$ cat src/rtl/pbw_pkg.sv
package pbw_pkg;
    localparam int CMD_W = 4;

    typedef enum logic [1:0] {
        S_IDLE = 2'd0,
        S_ADDR = 2'd1,
        S_DATA = 2'd2,
        S_TURN = 2'd3
    } pbw_state_t;
endpackage

$ cat src/rtl/pbw_devsel_timer.sv
module pbw_devsel_timer #(
    parameter int LIMIT = 4
) (
    input  logic clk,
    input  logic rst_n,
    input  logic arm,
    input  logic in_data,
    input  logic devsel_n,
    output logic expired
);
    localparam int CW = $clog2(LIMIT + 1);

    logic [CW-1:0] cnt;
    logic          seen;

    always_ff @(posedge clk or negedge rst_n) begin
        if (!rst_n) begin
            cnt  <= '0;
            seen <= 1'b0;
        end else if (arm) begin
            cnt  <= '0;
            seen <= 1'b0;
        end else if (in_data) begin
            if (!devsel_n)
                seen <= 1'b1;
            else if (!seen)
                cnt <= cnt + 1'b1;
        end
    end

    // counts data clocks without a claim; fires in the LIMIT-th one
    assign expired = in_data && devsel_n && !seen && (cnt == CW'(LIMIT - 1));
endmodule

$ cat src/rtl/pbw_fsm.sv
module pbw_fsm
    import pbw_pkg::*;
(
    input  logic       clk,
    input  logic       rst_n,
    input  logic       start,
    input  logic       last_xfer,
    input  logic       expired,
    output pbw_state_t state
);
    pbw_state_t nxt;

    always_ff @(posedge clk or negedge rst_n) begin
        if (!rst_n)
            state <= S_IDLE;
        else
            state <= nxt;
    end

    always_comb begin
        nxt = state;
        unique case (state)
            S_IDLE: if (start) nxt = S_ADDR;
            S_ADDR: nxt = S_DATA;
            S_DATA: if (last_xfer || expired) nxt = S_TURN;
            S_TURN: nxt = S_IDLE;
            default: nxt = S_IDLE;
        endcase
    end
endmodule

$ cat src/rtl/pbw_initiator.sv
module pbw_initiator
    import pbw_pkg::*;
#(
    parameter int AD_W        = 32,
    parameter int DEVSEL_WAIT = 4
) (
    input  logic                clk,
    input  logic                rst_n,
    input  logic                req_valid,
    output logic                req_ready,
    input  logic [AD_W-1:0]     req_addr,
    input  logic [CMD_W-1:0]    req_cmd,
    input  logic                src_valid,
    input  logic [AD_W-1:0]     src_data,
    input  logic [AD_W/8-1:0]   src_be,
    input  logic                src_last,
    output logic                src_pop,
    output logic                done_o,
    output logic                abort_o,
    output logic                frame_n,
    output logic                irdy_n,
    input  logic                trdy_n,
    input  logic                devsel_n,
    output logic [AD_W-1:0]     ad_o,
    output logic                ad_oe,
    output logic [AD_W/8-1:0]   cbe_o,
    output logic                cbe_oe,
    output logic                as_n,
    output logic                ds_n,
    output logic                blast_n
);
    localparam int BE_W = AD_W / 8;

    pbw_state_t             state;
    logic [AD_W-1:0]        addr_q;
    logic [CMD_W-1:0]       cmd_q;
    logic                   abort_q;
    logic                   start, in_data, irdy_on, xfer, last_xfer, expired;

    assign req_ready = (state == S_IDLE);
    assign start     = req_valid && req_ready;
    assign in_data   = (state == S_DATA);
    assign irdy_on   = in_data && src_valid;
    assign xfer      = irdy_on && !trdy_n && !devsel_n;
    assign last_xfer = xfer && src_last;
    assign src_pop   = xfer;

    pbw_fsm u_fsm (
        .clk       (clk),
        .rst_n     (rst_n),
        .start     (start),
        .last_xfer (last_xfer),
        .expired   (expired),
        .state     (state)
    );

    pbw_devsel_timer #(.LIMIT(DEVSEL_WAIT)) u_timer (
        .clk      (clk),
        .rst_n    (rst_n),
        .arm      (state == S_ADDR),
        .in_data  (in_data),
        .devsel_n (devsel_n),
        .expired  (expired)
    );

    always_ff @(posedge clk or negedge rst_n) begin
        if (!rst_n) begin
            addr_q  <= '0;
            cmd_q   <= '0;
            abort_q <= 1'b0;
        end else if (start) begin
            addr_q  <= req_addr;
            cmd_q   <= req_cmd;
            abort_q <= 1'b0;
        end else if (expired) begin
            abort_q <= 1'b1;
        end
    end

    // output process: bus and strobes as a function of state
    always_comb begin
        frame_n = 1'b1;
        irdy_n  = 1'b1;
        ad_o    = '0;
        ad_oe   = 1'b0;
        cbe_o   = '1;
        cbe_oe  = 1'b0;
        as_n    = 1'b1;
        ds_n    = 1'b1;
        blast_n = 1'b1;
        done_o  = 1'b0;
        abort_o = 1'b0;
        unique case (state)
            S_IDLE: ;
            S_ADDR: begin
                frame_n = 1'b0;
                ad_o    = addr_q;
                ad_oe   = 1'b1;
                cbe_o   = BE_W'(cmd_q);
                cbe_oe  = 1'b1;
                as_n    = 1'b0;
            end
            S_DATA: begin
                frame_n = irdy_on && src_last;
                irdy_n  = !irdy_on;
                ad_o    = src_data;
                ad_oe   = 1'b1;
                cbe_o   = ~src_be;
                cbe_oe  = 1'b1;
                ds_n    = !irdy_on;
                blast_n = !(irdy_on && src_last);
            end
            S_TURN: begin
                done_o  = 1'b1;
                abort_o = abort_q;
            end
            default: ;
        endcase
    end
endmodule

$ cat config.mk
export PLATFORM = sky130hd
export DESIGN_NAME = pbw_initiator
export DESIGN_NICKNAME = d
export VERILOG_FILES = /design/src/rtl/pbw_pkg.sv /design/src/rtl/pbw_devsel_timer.sv /design/src/rtl/pbw_fsm.sv /design/src/rtl/pbw_initiator.sv
export SDC_FILE = /design/constraint.sdc
export NUM_CORES = 1
export LEC_CHECK = 0
export BUFFER_PORTS_ARGS = -buffer_cell sky130_fd_sc_hd__buf_2
export CAP_MARGIN = 25
export CORE_MARGIN = 2
export CORE_UTILIZATION = 30
export CTS_CLUSTER_SIZE = 20
export DETAILED_ROUTE_END_ITERATION = 8
export GPL_TIMING_DRIVEN = 0
export SYNTH_ARGS = -nofsm -noshare
export SYNTH_HDL_FRONTEND = slang
export SYNTH_SLANG_ARGS = --single-unit
$ cat constraint.sdc
create_clock -name clk -period 1.6 [get_ports clk]
set_clock_uncertainty 0.05 [all_clocks]
set_input_delay 0.24 -clock clk [delete_from_list [all_inputs] [get_ports clk]]
set_output_delay 0.24 -clock clk [all_outputs]
set_load 0.01 [all_outputs]
==> flow_summary_export.csv <==
group,metric,value,unit
grt,grt_overflow,0,
route,vias,2019,
route,post_drt_wl_per_cell,15.0,um
worst_setup_path,crit_fanout,10,
power_and_ir_drop,switching_power,2920,uW
synthesis,synth_most_common_cell,"dfrtp_1",
worst_setup_path,crit_arrival,1790,ps
worst_hold_path,min_from,"req_addr[27]",
die,die-area,8730,um^2
final_layout,antenna_cells,0,
grt,grt_max_degree,44,
worst_setup_path,cp-end-kind,"output port",
worst_setup_path,worstPathCellList,"inv_2 > buf_6 > ha_4 > and2_4 > buf_8 > a22o_1 > buf_2",
synthesis,synth_top_cell_by_area,"dfrtp_1",
power_and_ir_drop,ir_drop,0.704,mV
timing,setup-violations-final,49,
route,wl,6.59,mm
synthesis,yosysWarnings,0,
power_and_ir_drop,p_clk_share,10.9,%
synthesis,synthArstFlopShare,100,%
power_and_ir_drop,power,8210,uW
synthesis,synth_top_area_share,44.9,%
clock_network,ctsRootBufferMaster,"clkbuf_8",
grt,track_usage,14.9,%
timing,fmax,481,MHz
timing,rsz0062_at_grt,"true",
synthesis,syn_area,2400,um^2
die,start_util,31.0,%
clock_network,clock_sinks,43,
synthesis,yosysSeqAreaShare,44.9,%
place,dp.cells,407,
worst_setup_path,path_class,"reg2out",
final_layout,area_delta_synth_final,58.0,%
die,row_count,32,
synthesis,synth_cell_type_count,27,
worst_hold_path,hold_path.class,"in2reg",
power_and_ir_drop,leakagePower,0.00199,uW
final_layout,final_cells,439,
clock_network,insertion_delay,290,ps
route,drc,0,
final_layout,drive_gt1_share,67.7,%
route,first_pass_iters,3,
timing,drv_slew,0,
power_and_ir_drop,power_density,2170,nW/um^2
die,boundaryPins,126,
worst_setup_path,startpoint,"u_fsm.state[0]$_DFFE_PN0P_",
status,violations,"negative setup slack",
synthesis,ys.flop_type,"dfrtp_1",
grt,grt_pass1_vias,2003,
worst_setup_path,cp-start-kind,"register",
worst_setup_path,crit-reg2reg-launch,"u_fsm.state[0]$_DFFE_PN0P_",
place,dpl.hpwl,4.36,mm
synthesis,synth.avg_cell_area,13.3,um^2
final_layout,final_util,49.0,%
route,drt_iter0_markers,36,
place,pre_cts_slack,-239,ps
worst_setup_path,cp_top_family,"buffers and inverters",
timing,finalCritPeriodShare,130,%
clock_network,cts.path.max_buffers,2,
place,place.gp.congestion,0.758,
worst_setup_path,slowest_delay,400,ps
worst_setup_path,path_buf_inv,4,
timing,final_hold_viol_count,0,
worst_setup_path,required,1310,ps
route,drtAntennaViolNets,0,
die,fp.dieW,93.4,um
status,outcome,"finished, violations left",
power_and_ir_drop,combPwrFrac,64.8,%
place,port_buffers,125,
grt,antenna_found_initial,0,
grt,grt_pass1_wl,10.1,mm
power_and_ir_drop,p_int,5290,uW
synthesis,synthCells,180,
final_layout,nets,422,
die,dieHeight,93.4,um
clock_network,clk_pin_slew,90,ps
synthesis,synth_commonest_cells,"43 x dfrtp_1, 32 x a22o_1, 30 x mux2_4",
timing,fin_ws,-478,ps
flow_run,maxCapViolCount,0,
die,fp.coreArea,7730,um^2
power_and_ir_drop,switching_share,35.6,%
synthesis,synth-edff-count,0,
power_and_ir_drop,p_seq_share,24.2,%
timing,slew_headroom,84.3,%
timing,finalCriticalPeriod,2080,ps
synthesis,ys_ff_latch,43,
synthesis,synthTopCellsByArea,"dfrtp_1 45%, mux2_4 19%, a22o_1 12%",
timing,worst_pin_slew,235,ps
worst_setup_path,critical-path-slowest-cell,"dfrtp_1",
clock_network,tritoncts,"done",
route,viasPerCell,4.60,
clock_network,numCtsBuffers,5,
synthesis,synth_nets,266,
clock_network,htreeDepth,2,
## layer usage
layer	share of wire [%]	vias to the layer above	track usage [%]
li1	-	974	-
met1	43	968	19.0
met2	50	70	25.4
met3	6.5	7	4.03
met4	0.85	0	3.31
met5	0	-	0
## cell families after synthesis
group                      share of synthesized area, %
AOI/OAI and AO/OA                                  16.7
DFF                                                44.9
muxes                                              22.5
buffers and inverters                              7.88
and+or+nand+nor                                    4.38
adders and majority gates                          3.65
## power groups by stage
stage                     Clock [uW]  Combinational [uW]  Sequential (uW)
after global routing             964                5700             2070
final                            898                5320             1990
after floorplan                    0                2880             1890
after detailed placement           0                3980             1990
after global placement             0                3910             2000
after CTS                        924                4780             1990
## final timing paths
kind,endpoint,slack [ps],cells past startpoint
min reg2reg,addr_q[31]$_DFFE_PN0P_,460,1
min,addr_q[27]$_DFFE_PN0P_,120,2
max,ad_o[3],-480,7
min in group asynchronous,u_fsm.state[1]$_DFFE_PN0P_,240,2
max reg2reg,u_fsm.state[0]$_DFFE_PN0P_,-260,9
max in group asynchronous,addr_q[16]$_DFFE_PN0P_,810,3
## layout make-up
class	instances	area, um^2
Inverter	9	40.0
Tap cell	102	128
Buffer	13	190
Multi-Input combinational cell	113	1250
Clock inverter	2	35.0
Timing Repair Buffer	151	988
Sequential cell	43	1080
Fill cell	731	3940
Clock buffer	6	82.6
## timing repair
item | in CTS | in global routing
gates resized for setup | 40 | 19
cloned | 2 | 1
pin swaps | 19 | 12
setup endpoints to repair | 76 | 88
buffers inserted | 18 | 3
hold endpoints to repair | 0 | 43
hold buffers | 0 | 1
## state kept, by name (all words and copies together), names as in the netlist
signal        cells
addr_q           32
u_fsm.state       2
u_timer.seen      1
abort_q           1
cmd_q             4
u_timer.cnt       3
## worst reg2reg max path: cells and delay by family (launching register included)
family,cells,cell delay [ps]
AOI/OAI and AO/OA,2,340
and+or+nand+nor,1,230
adders and majority gates,1,160
buffers and inverters,5,570
DFF,1,400
## placed cells by master (no fill, tap or decap), drive strengths merged, types with 2 or more instances in the layout
master,n
o22ai,3
and2,3
mux2,37
a22o,32
a22oi,2
nor2,2
and3b,2
o21ai,2
buf,162
inv,8
dfrtp,43
o211ai,4
a21oi,4
ha,7
nand2,7
clkbuf,7
nand2b,2
## stage by stage
| stage | cell area, um^2 | TNS (ps) | hold slack [ps] |
|---|---|---|---|
| floorplan | 2410 | -1110 | -106 |
| global placement | 3170 | -9930 | 395 |
| detailed placement | 3170 | -10840 | 405 |
| CTS | 3620 | -17330 | 88.8 |
| global route | 3790 | -22870 | 99.8 |
| finish | 3790 | -18500 | 116 |
(Power assumes the default switching activity.)
